[config.mk]
export PLATFORM = sky130hd
export DESIGN_NAME = pwmch_top
export DESIGN_NICKNAME = d
export VERILOG_FILES = /design/src/rtl/pwmch_pkg.sv /design/src/rtl/pwmch_counter.sv /design/src/rtl/pwmch_duty.sv /design/src/rtl/pwmch_outgen.sv /design/src/rtl/pwmch_top.sv
export SDC_FILE = /design/constraint.sdc
export NUM_CORES = 1
export LEC_CHECK = 0
export BUFFER_PORTS_ARGS = -buffer_cell sky130_fd_sc_hd__buf_2
export CAP_MARGIN = 20
export CORE_AREA = 4 4 69 71
export DETAILED_ROUTE_END_ITERATION = 10
export DIE_AREA = 0 0 73 75
export GPL_ROUTABILITY_DRIVEN = 0
export MAX_ROUTING_LAYER = met4
export PLACE_DENSITY_LB_ADDON = 0.25
export SLEW_MARGIN = 0
export SYNTH_ARGS = -nofsm -noshare
export SYNTH_HDL_FRONTEND = slang
export SYNTH_SLANG_ARGS = --single-unit
[constraint.sdc]
create_clock -name clk -period 7.22 [get_ports clk]
set_input_delay 0.361 -clock clk [delete_from_list [all_inputs] [get_ports clk]]
set_output_delay 0.361 -clock clk [all_outputs]
set_load 0.1 [all_outputs]
[src/rtl/pwmch_pkg.sv]
package pwmch_pkg;
  localparam int unsigned NOUT = 2;

  typedef enum logic [1:0] {
    ACT_ZERO = 2'd0,
    ACT_LOAD = 2'd1,
    ACT_WRAP = 2'd2,
    ACT_STEP = 2'd3
  } cnt_act_e;
endpackage

[src/rtl/pwmch_counter.sv]
module pwmch_counter
  import pwmch_pkg::*;
#(
  parameter int unsigned CW = 8
) (
  input  logic          clk,
  input  logic          rst,
  input  logic          ch_en,
  input  logic          slave_mode,
  input  logic          sync_pulse,
  input  logic          preset_on,
  input  logic [CW-1:0] preset_val,
  input  logic [CW-1:0] period_val,
  output logic [CW-1:0] cnt,
  output logic          run,
  output logic          period_start
);
  logic          en_q;
  logic          en_rise;
  logic          sync_hit;
  logic [CW-1:0] load_val;
  cnt_act_e      act;

  assign run      = ch_en & en_q;
  assign en_rise  = ch_en & ~en_q;
  assign sync_hit = run & slave_mode & sync_pulse;
  assign load_val = preset_on ? preset_val : '0;

  always_comb begin
    if (!ch_en)                     act = ACT_ZERO;
    else if (en_rise || sync_hit)   act = ACT_LOAD;
    else if (cnt >= period_val)     act = ACT_WRAP;
    else                            act = ACT_STEP;
  end

  assign period_start = (act == ACT_LOAD) || (act == ACT_WRAP);

  always_ff @(posedge clk) begin
    if (rst) begin
      en_q <= 1'b0;
      cnt  <= '0;
    end else begin
      en_q <= ch_en;
      case (act)
        ACT_ZERO: cnt <= '0;
        ACT_LOAD: cnt <= load_val;
        ACT_WRAP: cnt <= '0;
        default:  cnt <= cnt + 1'b1;
      endcase
    end
  end

  // wrap to zero at or past the period value
  p_wrap_r3: assert property (@(posedge clk) disable iff (rst)
    (run && !(slave_mode && sync_pulse) && ch_en && (cnt >= period_val)) |=> (cnt == '0));

  // enable rise loads preset or zero
  p_enload_r4: assert property (@(posedge clk) disable iff (rst)
    (ch_en && !en_q) |=> (cnt == ($past(preset_on) ? $past(preset_val) : '0)));

  // accepted sync loads preset or zero
  p_sync_r5: assert property (@(posedge clk) disable iff (rst)
    (run && slave_mode && sync_pulse) |=> (cnt == ($past(preset_on) ? $past(preset_val) : '0)));

  // sync without slave mode leaves the count stepping
  p_nosync_r5: assert property (@(posedge clk) disable iff (rst)
    (run && !slave_mode && sync_pulse && (cnt < period_val)) |=> (cnt == $past(cnt) + 1'b1));
endmodule

[src/rtl/pwmch_duty.sv]
module pwmch_duty #(
  parameter int unsigned CW = 8
) (
  input  logic          clk,
  input  logic          rst,
  input  logic          period_start,
  input  logic          filt_sel,
  input  logic [CW-1:0] reg_duty,
  input  logic [CW-1:0] filt_duty,
  output logic [CW-1:0] duty_q
);
  logic [CW-1:0] duty_src;

  assign duty_src = filt_sel ? filt_duty : reg_duty;

  always_ff @(posedge clk) begin
    if (rst)               duty_q <= '0;
    else if (period_start) duty_q <= duty_src;
  end

  // duty holds between period starts
  p_duty_hold_r7: assert property (@(posedge clk) disable iff (rst)
    !period_start |=> $stable(duty_q));

  // source chosen by the select bit at a period start
  p_duty_load_r7: assert property (@(posedge clk) disable iff (rst)
    period_start |=> (duty_q == ($past(filt_sel) ? $past(filt_duty) : $past(reg_duty))));
endmodule

[src/rtl/pwmch_outgen.sv]
module pwmch_outgen
  import pwmch_pkg::*;
#(
  parameter int unsigned CW = 8
) (
  input  logic            clk,
  input  logic            rst,
  input  logic            run,
  input  logic            period_start,
  input  logic [CW-1:0]   cnt,
  input  logic [CW-1:0]   duty_q,
  input  logic            ilim_trip,
  input  logic [CW-1:0]   blank_end,
  input  logic [NOUT-1:0] blank_on,
  input  logic [NOUT-1:0] inv,
  input  logic [NOUT-1:0] fpol,
  output logic [NOUT-1:0] out_q
);
  logic            in_window;
  logic            above_a;
  logic [NOUT-1:0] raw;
  logic [NOUT-1:0] kill_now;
  logic [NOUT-1:0] kill_q;

  assign in_window = (cnt <= blank_end);
  assign above_a   = (cnt < duty_q);
  assign raw[0]    = above_a;
  assign raw[1]    = ~above_a;

  for (genvar i = 0; i < NOUT; i++) begin : g_out
    assign kill_now[i] = run & ilim_trip & ~(blank_on[i] & in_window);

    always_ff @(posedge clk) begin
      if (rst || !run || period_start) kill_q[i] <= 1'b0;
      else                             kill_q[i] <= kill_q[i] | kill_now[i];
    end

    always_ff @(posedge clk) begin
      if (rst)       out_q[i] <= 1'b0;
      else if (!run) out_q[i] <= fpol[i];
      else           out_q[i] <= (raw[i] & ~(kill_q[i] | kill_now[i])) ^ inv[i];
    end

    // disabled output shows the fault level, uninverted
    p_dis_r2: assert property (@(posedge clk) disable iff (rst)
      !run |=> (out_q[i] == $past(fpol[i])));

    // a latched kill keeps the output inactive
    p_kill_r9: assert property (@(posedge clk) disable iff (rst)
      (run && kill_q[i]) |=> (out_q[i] == $past(inv[i])));
  end

  // reset clears both outputs
  p_rst_r1: assert property (@(posedge clk)
    rst |=> (out_q == '0));

  // without a kill, B is the complement of A before inversion
  p_comp_r6: assert property (@(posedge clk) disable iff (rst)
    (run && ((kill_q | kill_now) == '0))
      |=> ((out_q[0] ^ $past(inv[0])) != (out_q[1] ^ $past(inv[1]))));
endmodule

[src/rtl/pwmch_top.sv]
module pwmch_top
  import pwmch_pkg::*;
#(
  parameter int unsigned CW = 8
) (
  input  logic          clk,
  input  logic          rst,
  input  logic          ch_en,
  input  logic          slave_mode,
  input  logic          sync_pulse,
  input  logic          preset_on,
  input  logic [CW-1:0] preset_val,
  input  logic [CW-1:0] period_val,
  input  logic          filt_sel,
  input  logic [CW-1:0] reg_duty,
  input  logic [CW-1:0] filt_duty,
  input  logic          ilim_trip,
  input  logic [CW-1:0] blank_end,
  input  logic          blank_on_a,
  input  logic          blank_on_b,
  input  logic          inv_a,
  input  logic          inv_b,
  input  logic          fpol_a,
  input  logic          fpol_b,
  output logic          out_a,
  output logic          out_b
);
  logic [CW-1:0]   cnt;
  logic            run;
  logic            period_start;
  logic [CW-1:0]   duty_q;
  logic [NOUT-1:0] outs;

  pwmch_counter #(.CW(CW)) u_cnt (
    .clk(clk), .rst(rst), .ch_en(ch_en), .slave_mode(slave_mode),
    .sync_pulse(sync_pulse), .preset_on(preset_on), .preset_val(preset_val),
    .period_val(period_val), .cnt(cnt), .run(run), .period_start(period_start)
  );

  pwmch_duty #(.CW(CW)) u_duty (
    .clk(clk), .rst(rst), .period_start(period_start), .filt_sel(filt_sel),
    .reg_duty(reg_duty), .filt_duty(filt_duty), .duty_q(duty_q)
  );

  pwmch_outgen #(.CW(CW)) u_out (
    .clk(clk), .rst(rst), .run(run), .period_start(period_start),
    .cnt(cnt), .duty_q(duty_q), .ilim_trip(ilim_trip), .blank_end(blank_end),
    .blank_on({blank_on_b, blank_on_a}), .inv({inv_b, inv_a}),
    .fpol({fpol_b, fpol_a}), .out_q(outs)
  );

  assign out_a = outs[0];
  assign out_b = outs[1];
endmodule

==> summary.md, run 1 <==
| Metric | Value |
|---|---|
| Status | `complete, no violations` |
| Syn Std Cell Area | `1610 µm²` |
| Number of synthesized flops with an enable pin | `0` |
| Finished Layout Cells | `296` |
| Register area | `420 µm²` |
| Clock slew at reported path FFs | `0.07 ns` |
| Pre-antenna DRT Iters | `4` |
| Vias in the first global route | `1,529` |
| Worst R2R End | `u_cnt.cnt[3]` |
| HP Start | `fpol_b` |
| Final min period | `2.57 ns` |
| Worst R2R Path Depth | `12` |
| Hold buffer count at cts | `0` |
| Multi-input logic area | `1060 µm²` |
| Die H | `75 µm` |
| FF-to-FF Start | `u_cnt.cnt[0]` |
| Core area | `4230 µm²` |
| Top-count cell post-synth | `inv_1` |
| Area growth, synth to finish | `22.4%` |
| WL/cell | `12.3 µm` |
| Hold path cells | `2` |
| Max-Cap Viols | `0` |
| Final ANT Viol Nets | `0` |
| FFs w/ async S/R, synth | `0%` |
| Die X | `73 µm` |
| Worst EP required | `7.36 ns` |
| Slew Limit Fails | `0` |
| Final hold vios | `0` |
| Synth warn | `0` |
| Initial DRC Count | `39` |
| Leakage | `0.000993 µW` |
| Antenna violations before repair | `0` |
| IO Pins | `56` |
| Most instantiated cells after synthesis | `26 x inv_1, 25 x ha_1, 21 x dfxtp_1` |
| Root Driver | `clkbuf_8` |
| Num CTS Buffers | `3` |
| Power Density | `143 nW/µm²` |
| Mapped Cells | `192` |
| Die area | `5480 µm²` |
| CTS Sinks | `21` |
| DR vias | `1,485` |
| Routed WL | `3650 µm` |
| Detail Placement HPWL | `2980 µm` |
| Avg Synthesized Cell Area | `8.36 µm²` |
| Placed Cells | `292` |
| N_diodes | `0` |
| #FFs+latches synth | `21` |
| Total gr overflow | `0` |
| Dpl cell area | `1920 µm²` |
| Max Clock Skew | `0.00142 ns` |
| Ranking of synthesized cells by area | `dfxtp_1 26%, ha_1 19%, mux2i_1 6.2%` |
| Final setup fails | `0` |
| Slew headroom | `57.8%` |
| Worst path slowest cell | `dfxtp_1` |
| WS Path Type | `flip-flop to flip-flop` |
| Primary FF master, synth | `dfxtp_1` |
| Number of setup buffers added after CTS | `0` |
| Max incr delay on CP | `0.37 ns` |
| F_max | `0.388 GHz` |
| Peak supply drop | `0.0651 mV` |
| Fillers | `433` |
| PortBufs | `55` |
| Dominant cell type by area after synthesis | `dfxtp_1` |
| TritonCTS clock tree | `yes` |
| Total track usage | `14.8%` |
| Share of the synthesized area in the top cell type | `26.2%` |
| Worst-margin pin slew | `0.617 ns` |
| CP max FO | `9` |
| Largest net degree at the start of global routing | `25` |
| Max Root-Sink Buffers | `2` |
| Distinct cells, synth | `38` |
| FF-to-FF setup slack | `4.65 ns` |
| Share of cells above drive strength 1 | `25.4%` |
| Crit path launch type | `flip-flop` |
| Starting density of the core | `37.9%` |
| H-tree depth | `1` |
| Worst hold path class | `primary input to flip-flop` |
| Unrepaired setup endpoints after global routing | `no` |
| Final instance area | `1960 µm²` |
| Crit path from | `u_cnt.cnt[0]` |
| Nets | `324` |
| Clock Latency Late Sink | `0.26 ns` |
| Syn_nets | `271` |
| Hold path endpoint | `u_out.out_q[1]` |
| First-pass GRT wire length | `6240 µm` |
| Critical Path AT | `2.71 ns` |
| Residual DRC | `0` |
| Via/cell ratio | `5.02` |
| Worst path cell trace | `inv_1 > ha_1 > nand2b_1 > a21oi_1 > nor2b_1 > o21ai_0 > a21oi_1 > o21ai_0 > ha_1 > and4b_1 > a22oi_1 > nor2_1` |
| Period utilization | `35.7%` |
| Number of gates resized after CTS | `0` |
| FP Rows | `24` |
| Worst Setup End Kind | `flip-flop` |
| Setup TNS | `0 ns` |
| Sequential area share after synthesis | `26.2%` |
| Final Util | `46.4%` |
[worst max-delay path: cells and delay by family, from the launching register on]
family | cells | cell delay (ns)
AOI/OAI and AO/OA | 5 | 0.76
adders and majority gates | 2 | 0.64
buffers and inverters | 1 | 0.10
DFF | 1 | 0.37
and+or+nand+nor | 4 | 0.58
[logic make-up after synthesis]
family	after synthesis	share of synthesized area, %
and+or+nand+nor	49	15.2
AOI/OAI and AO/OA	48	21.9
muxes	10	6.24
adders and majority gates	25	19.5
xor gates and xnor gates	6	3.27
DFF	21	26.2
buffers and inverters	33	7.72
[area by class of cell]
type	count	share of cell area, %
Clock buffer	4	2.29
Inverter	26	4.97
Multi-Input combinational cell	138	54.0
Sequential cell	21	21.4
Tap cell	52	3.31
Timing Repair Buffer	55	14.0
[worst max path at each step]
| stage | slack [ns] | endpoint | cells past startpoint |
|---|---|---|---|
| after floorplan | 4.79 | u_cnt.cnt[2] | 14 |
| after global placement | 4.66 | u_cnt.cnt[5] | 12 |
| after detailed placement | 4.61 | u_cnt.cnt[3] | 12 |
| after CTS | 4.59 | u_cnt.cnt[3] | 12 |
| after global routing | 4.33 | u_cnt.cnt[2] | 12 |
| final | 4.65 | u_cnt.cnt[3] | 12 |
[state kept, by name, summed over array words and instances (netlist names)]
signal and flops:
u_out.kill_q 2, u_cnt.en_q 1, u_duty.duty_q 8, u_out.out_q 2, u_cnt.cnt 8
[metrics by stage]
step,hold slack (ns),worst slack (ns),power [µW]
after floorplan,0.463,4.79,181
after global placement,0.480,4.66,206
after detailed placement,0.481,4.61,207
after CTS,0.294,4.59,286
after global routing,0.307,4.33,302
final,0.303,4.65,281
[cells in the final DEF, fill, tap and decap left out]
cell and count:
nor3_1 2, xor2_1 2, nand4b_1 1, inv_1 26, nand4_1 1, nor4_1 3
and2_1 1, nand3_1 6, and4b_1 1, buf_2 55, nand2b_1 3, o211ai_2 1
a211o_1 1, a32o_1 2, o2111ai_1 1, mux2i_1 10, clkbuf_1 1, a311oi_1 1
a311oi_2 1, dfxtp_1 21, a211o_2 1, o21ai_0 4, and2b_2 1, nor2b_1 2
a21oi_1 9, nor2_1 18, xnor2_1 4, clkbuf_8 3, o21a_1 2, a2111oi_0 1
a211oi_1 9, and3_1 2, a21o_1 1, nand2_1 7, a221oi_1 1, a22oi_1 10
nor3b_1 1, a31oi_1 2, ha_1 25, o211ai_1 1
[metal layers]
metal  wire length (µm)  up-vias  global-route usage, %
met2               1730       39                   25.5
met1               1620      641                   17.3
met5                  0        -                      -
met4                 70        0                   6.15
li1                   -      798                      -
met3                226        7                   2.00
[power by group]
| group | internal (µW) | total, µW | switching (µW) |
|---|---|---|---|
| Sequential | 123 | 129 | 5.50 |
| Combinational | 33.7 | 74.4 | 40.7 |
| Clock | 39.3 | 77.2 | 37.9 |
Note: power is estimated with default switching activity, not from simulation.
==> run 2: changes to the inputs <==
ABC_AREA = 1   (was not set)
clock period = 2.1 ns   (was 7.22 ns; I/O delays follow)
==> run 2 against run 1 <==
Net effect: combinational power grew to 4.2 times the previous value; synthesized cell count rose by 20%; critical path depth shrank 2; via count grew 13%.
==> summary.md, run 2 <==
| Metric | Value |
|---|---|
| Status | `complete, no violations` |
| IO Pins | `56 (unchanged)` |
| FFs w/ async S/R, synth | `0% (unchanged)` |
| Num CTS Buffers | `3 (unchanged)` |
| Synth Area in XOR/XNOR | `1.10% (-2.2 points)` |
| FP Rows | `24 (unchanged)` |
| WS Path Type | `flip-flop to flip-flop` |
| Distinct cells, synth | `26 (-32%)` |
| Die X | `73 µm (unchanged)` |
| Final hold vios | `0 (unchanged)` |
| Final instance area | `2180 µm² (+11%)` |
| Worst-margin pin slew | `0.486 ns (-0.131 ns)` |
| Biggest regs | `u_cnt.cnt (8), u_duty.duty_q (8)` |
| Crit path launch type | `flip-flop` |
| CTS Sinks | `21 (unchanged)` |
| Synth warn | `0 (unchanged)` |
| Starting density of the core | `37.7% (-0.18 points)` |
| Routed WL | `3940 µm (+8.0%)` |
| Initial DRC Count | `53 (+36%)` |
| Total gr overflow | `0 (unchanged)` |
| Main combinational cell family by area after synthesis | `simple AND/OR/NAND/NOR gates` |
| Nets | `379 (+17%)` |
| Final setup fails | `0 (unchanged)` |
| Period utilization | `94.5% (+59 points)` |
| Final min period | `1.99 ns (-0.590 ns)` |
| Compound-Gate Fraction of Synth Area | `18.2% (-3.7 points)` |
| Mapped Cells | `231 (+20%)` |
| Max Root-Sink Buffers | `2 (unchanged)` |
| Vias in the first global route | `1,541 (+0.78%)` |
| Antenna violations before repair | `0 (unchanged)` |
| Syn_nets | `310 (+14%)` |
| Slew headroom | `67.8% (+10 points)` |
| Dominant cell type by area after synthesis | `dfxtp_1` |
| Critical Path AT | `2.15 ns (-0.56 ns)` |
| DR vias | `1,676 (+13%)` |
| #FFs+latches synth | `21 (unchanged)` |
| Die area | `5480 µm² (unchanged)` |
| Worst path cell trace | `ha_4 > nand2_2 > nor2_4 > nand4_1 > o2111ai_2 > a31oi_1 > ha_1 > buf_6 > o21ai_1 > o32ai_1` |
| F_max | `0.504 GHz (+30%)` |
| TritonCTS clock tree | `yes` |
| Share of the synthesized area in the top cell type | `26.3% (+0.12 points)` |
| Sequential area share after synthesis | `26.3% (+0.12 points)` |
| Largest net degree at the start of global routing | `21 (-16%)` |
| Residual DRC | `0 (unchanged)` |
| Top-count cell post-synth | `nand2_1` |
| WL/cell | `11.2 µm (-9.0%)` |
| Max Clock Skew | `0.00161 ns (+0.000185 ns)` |
| Number of synthesized flops with an enable pin | `0 (unchanged)` |
| Worst Setup End Kind | `flip-flop` |
| Commonest non-fill, non-tap cell in the layout | `buf_2` |
| Root Driver | `clkbuf_8` |
| Placed Cells | `345 (+18%)` |
| First-pass GRT wire length | `6240 µm (unchanged)` |
| Syn Std Cell Area | `1600 µm² (-0.47%)` |
| Final Util | `51.6% (+5.2 points)` |
| Core area | `4230 µm² (unchanged)` |
| Clock Latency Late Sink | `0.26 ns (about the same)` |
| Avg Synthesized Cell Area | `6.92 µm² (-17%)` |
| CP max FO | `8 (-1)` |
| Ranking of synthesized cells by area | `dfxtp_1 26%, ha_1 20%, nand2_1 11%` |
| N_diodes | `0 (unchanged)` |
| PortBufs | `55 (unchanged)` |
| Total chip power | `1010 µW (+260%)` |
| Most instantiated cells after synthesis | `48 x nand2_1, 36 x inv_1, 25 x ha_1` |
| CP Buf/Inv Count | `1 (unchanged)` |
| Power Density | `462 nW/µm² (+220%)` |
| Dpl cell area | `2000 µm² (+4.0%)` |
| Die H | `75 µm (unchanged)` |
| Primary FF master, synth | `dfxtp_1` |
| Met2 WL | `1760 µm (+2.1%)` |
| H-tree depth | `1 (unchanged)` |
| Pre-antenna DRT Iters | `4 (unchanged)` |
| Worst EP required | `2.27 ns (-5.09 ns)` |
| Worst hold path class | `primary input to flip-flop` |
| Detail Placement HPWL | `3230 µm (+8.6%)` |
| Max layer used | `met4` |
| Slew Limit Fails | `0 (unchanged)` |
| Met3 wire length | `287 µm (+27%)` |
| Share of cells above drive strength 1 | `34.1% (+8.7 points)` |
| Final ANT Viol Nets | `0 (unchanged)` |
| Area growth, synth to finish | `36.6%` |
| Max-Cap Viols | `0 (unchanged)` |
| Simple-Gate Fraction of Synth Area | `22.3% (+7.1 points)` |
| Total track usage | `14.7% (-0.062 points)` |
| Via/cell ratio | `4.77 (-4.8%)` |
| Peak supply drop | `0.249 mV (+280%)` |
| Multiplexer area fraction after synthesis | `0% (-6.2 points)` |
| Unrepaired setup endpoints after global routing | `yes` |
| Max incr delay on CP | `0.37 ns (about the same)` |
| Finished Layout Cells | `351 (+19%)` |
| Leakage | `0.00112 µW (+12%)` |
| Critical path's top delay family | `adder cells` |
| Worst path slowest cell | `ha_1` |
| Met1 WL | `1820 µm (+12%)` |
| Adder-Cell Fraction of Synth Area | `19.6% (+0.092 points)` |
| Hold buffer count at cts | `0 (unchanged)` |
| Clock slew at reported path FFs | `0.08 ns (about the same)` |
| Most frequent cells in the layout | `55 x buf_2, 46 x nand2_1, 36 x inv_1` |
## run 2: changes by cell type after synthesis, moves of 9 or more
cell,delta
inv_1,+10
inv_2,+9
nand2_1,+41
mux2i_1,-10
a21oi_1,+15
a22oi_1,-10
## run 2: logic make-up after synthesis
family / count (synthesis)
and+or+nand+nor: 84
xor gates and xnor gates: 2
buffers and inverters: 49
adders and majority gates: 25
DFF: 21
AOI/OAI and AO/OA: 50
## run 2: worst paths after layout
kind,from,end,slack [ns],cells past startpoint
worst max-delay path,u_cnt.cnt[5],u_duty.duty_q[4],0.11,10
worst min register to register,u_duty.duty_q[0],u_duty.duty_q[0],0.48,2
worst max register to register,u_cnt.cnt[5],u_duty.duty_q[4],0.11,10
worst min-delay path,preset_val[3],u_cnt.cnt[3],0.08,3
## run 2: routing by layer
layer  vias to the layer above  GRT usage, %
met5                         -             -
met2                        49          25.2
met4                         0          4.71
met3                         7          2.67
met1                       725          17.5
li1                        895             -
## run 2: metrics by stage
step	setup slack, ns	hold slack (ns)	TNS [ns]
after floorplan	0.189	0.248	0
after global placement	0.156	0.367	0
after detailed placement	0.0879	0.367	0
after CTS	0.0660	0.0933	0
after global routing	-0.0273	0.101	-0.0628
final	0.115	0.0844	0
## run 2: timing repair
| item | 4_1_cts | 5_1_grt |
|---|---|---|
| resized for setup | 0 | 27 |
| hold endpoints to repair | 0 | 0 |
| buffers inserted | 0 | 2 |
| setup endpoints to repair | 0 | 18 |
## run 2: layout make-up
class,instances,area [µm²]
flip-flops and latches,21,427
inverters,47,193
fillers,401,2050
repair buffers,66,362
well taps,52,65.1
multi-input cells,161,1090
clock buffers,4,45.0
## run 2: report_power, final
group	internal [µW]	switching, µW
Combinational	137	175
Clock	135	130
Sequential	423	9.74
## run 2: worst register-to-register path: cells and delay by family, from the launching register on
kind / cells / cell delay (ns)
flip-flops: 1 / 0.34
AO/OA/AOI/OAI: 4 / 0.51
buffers and inverters: 1 / 0.14
adder cells (fa/ha/maj): 2 / 0.64
AND/OR/NAND/NOR: 3 / 0.28
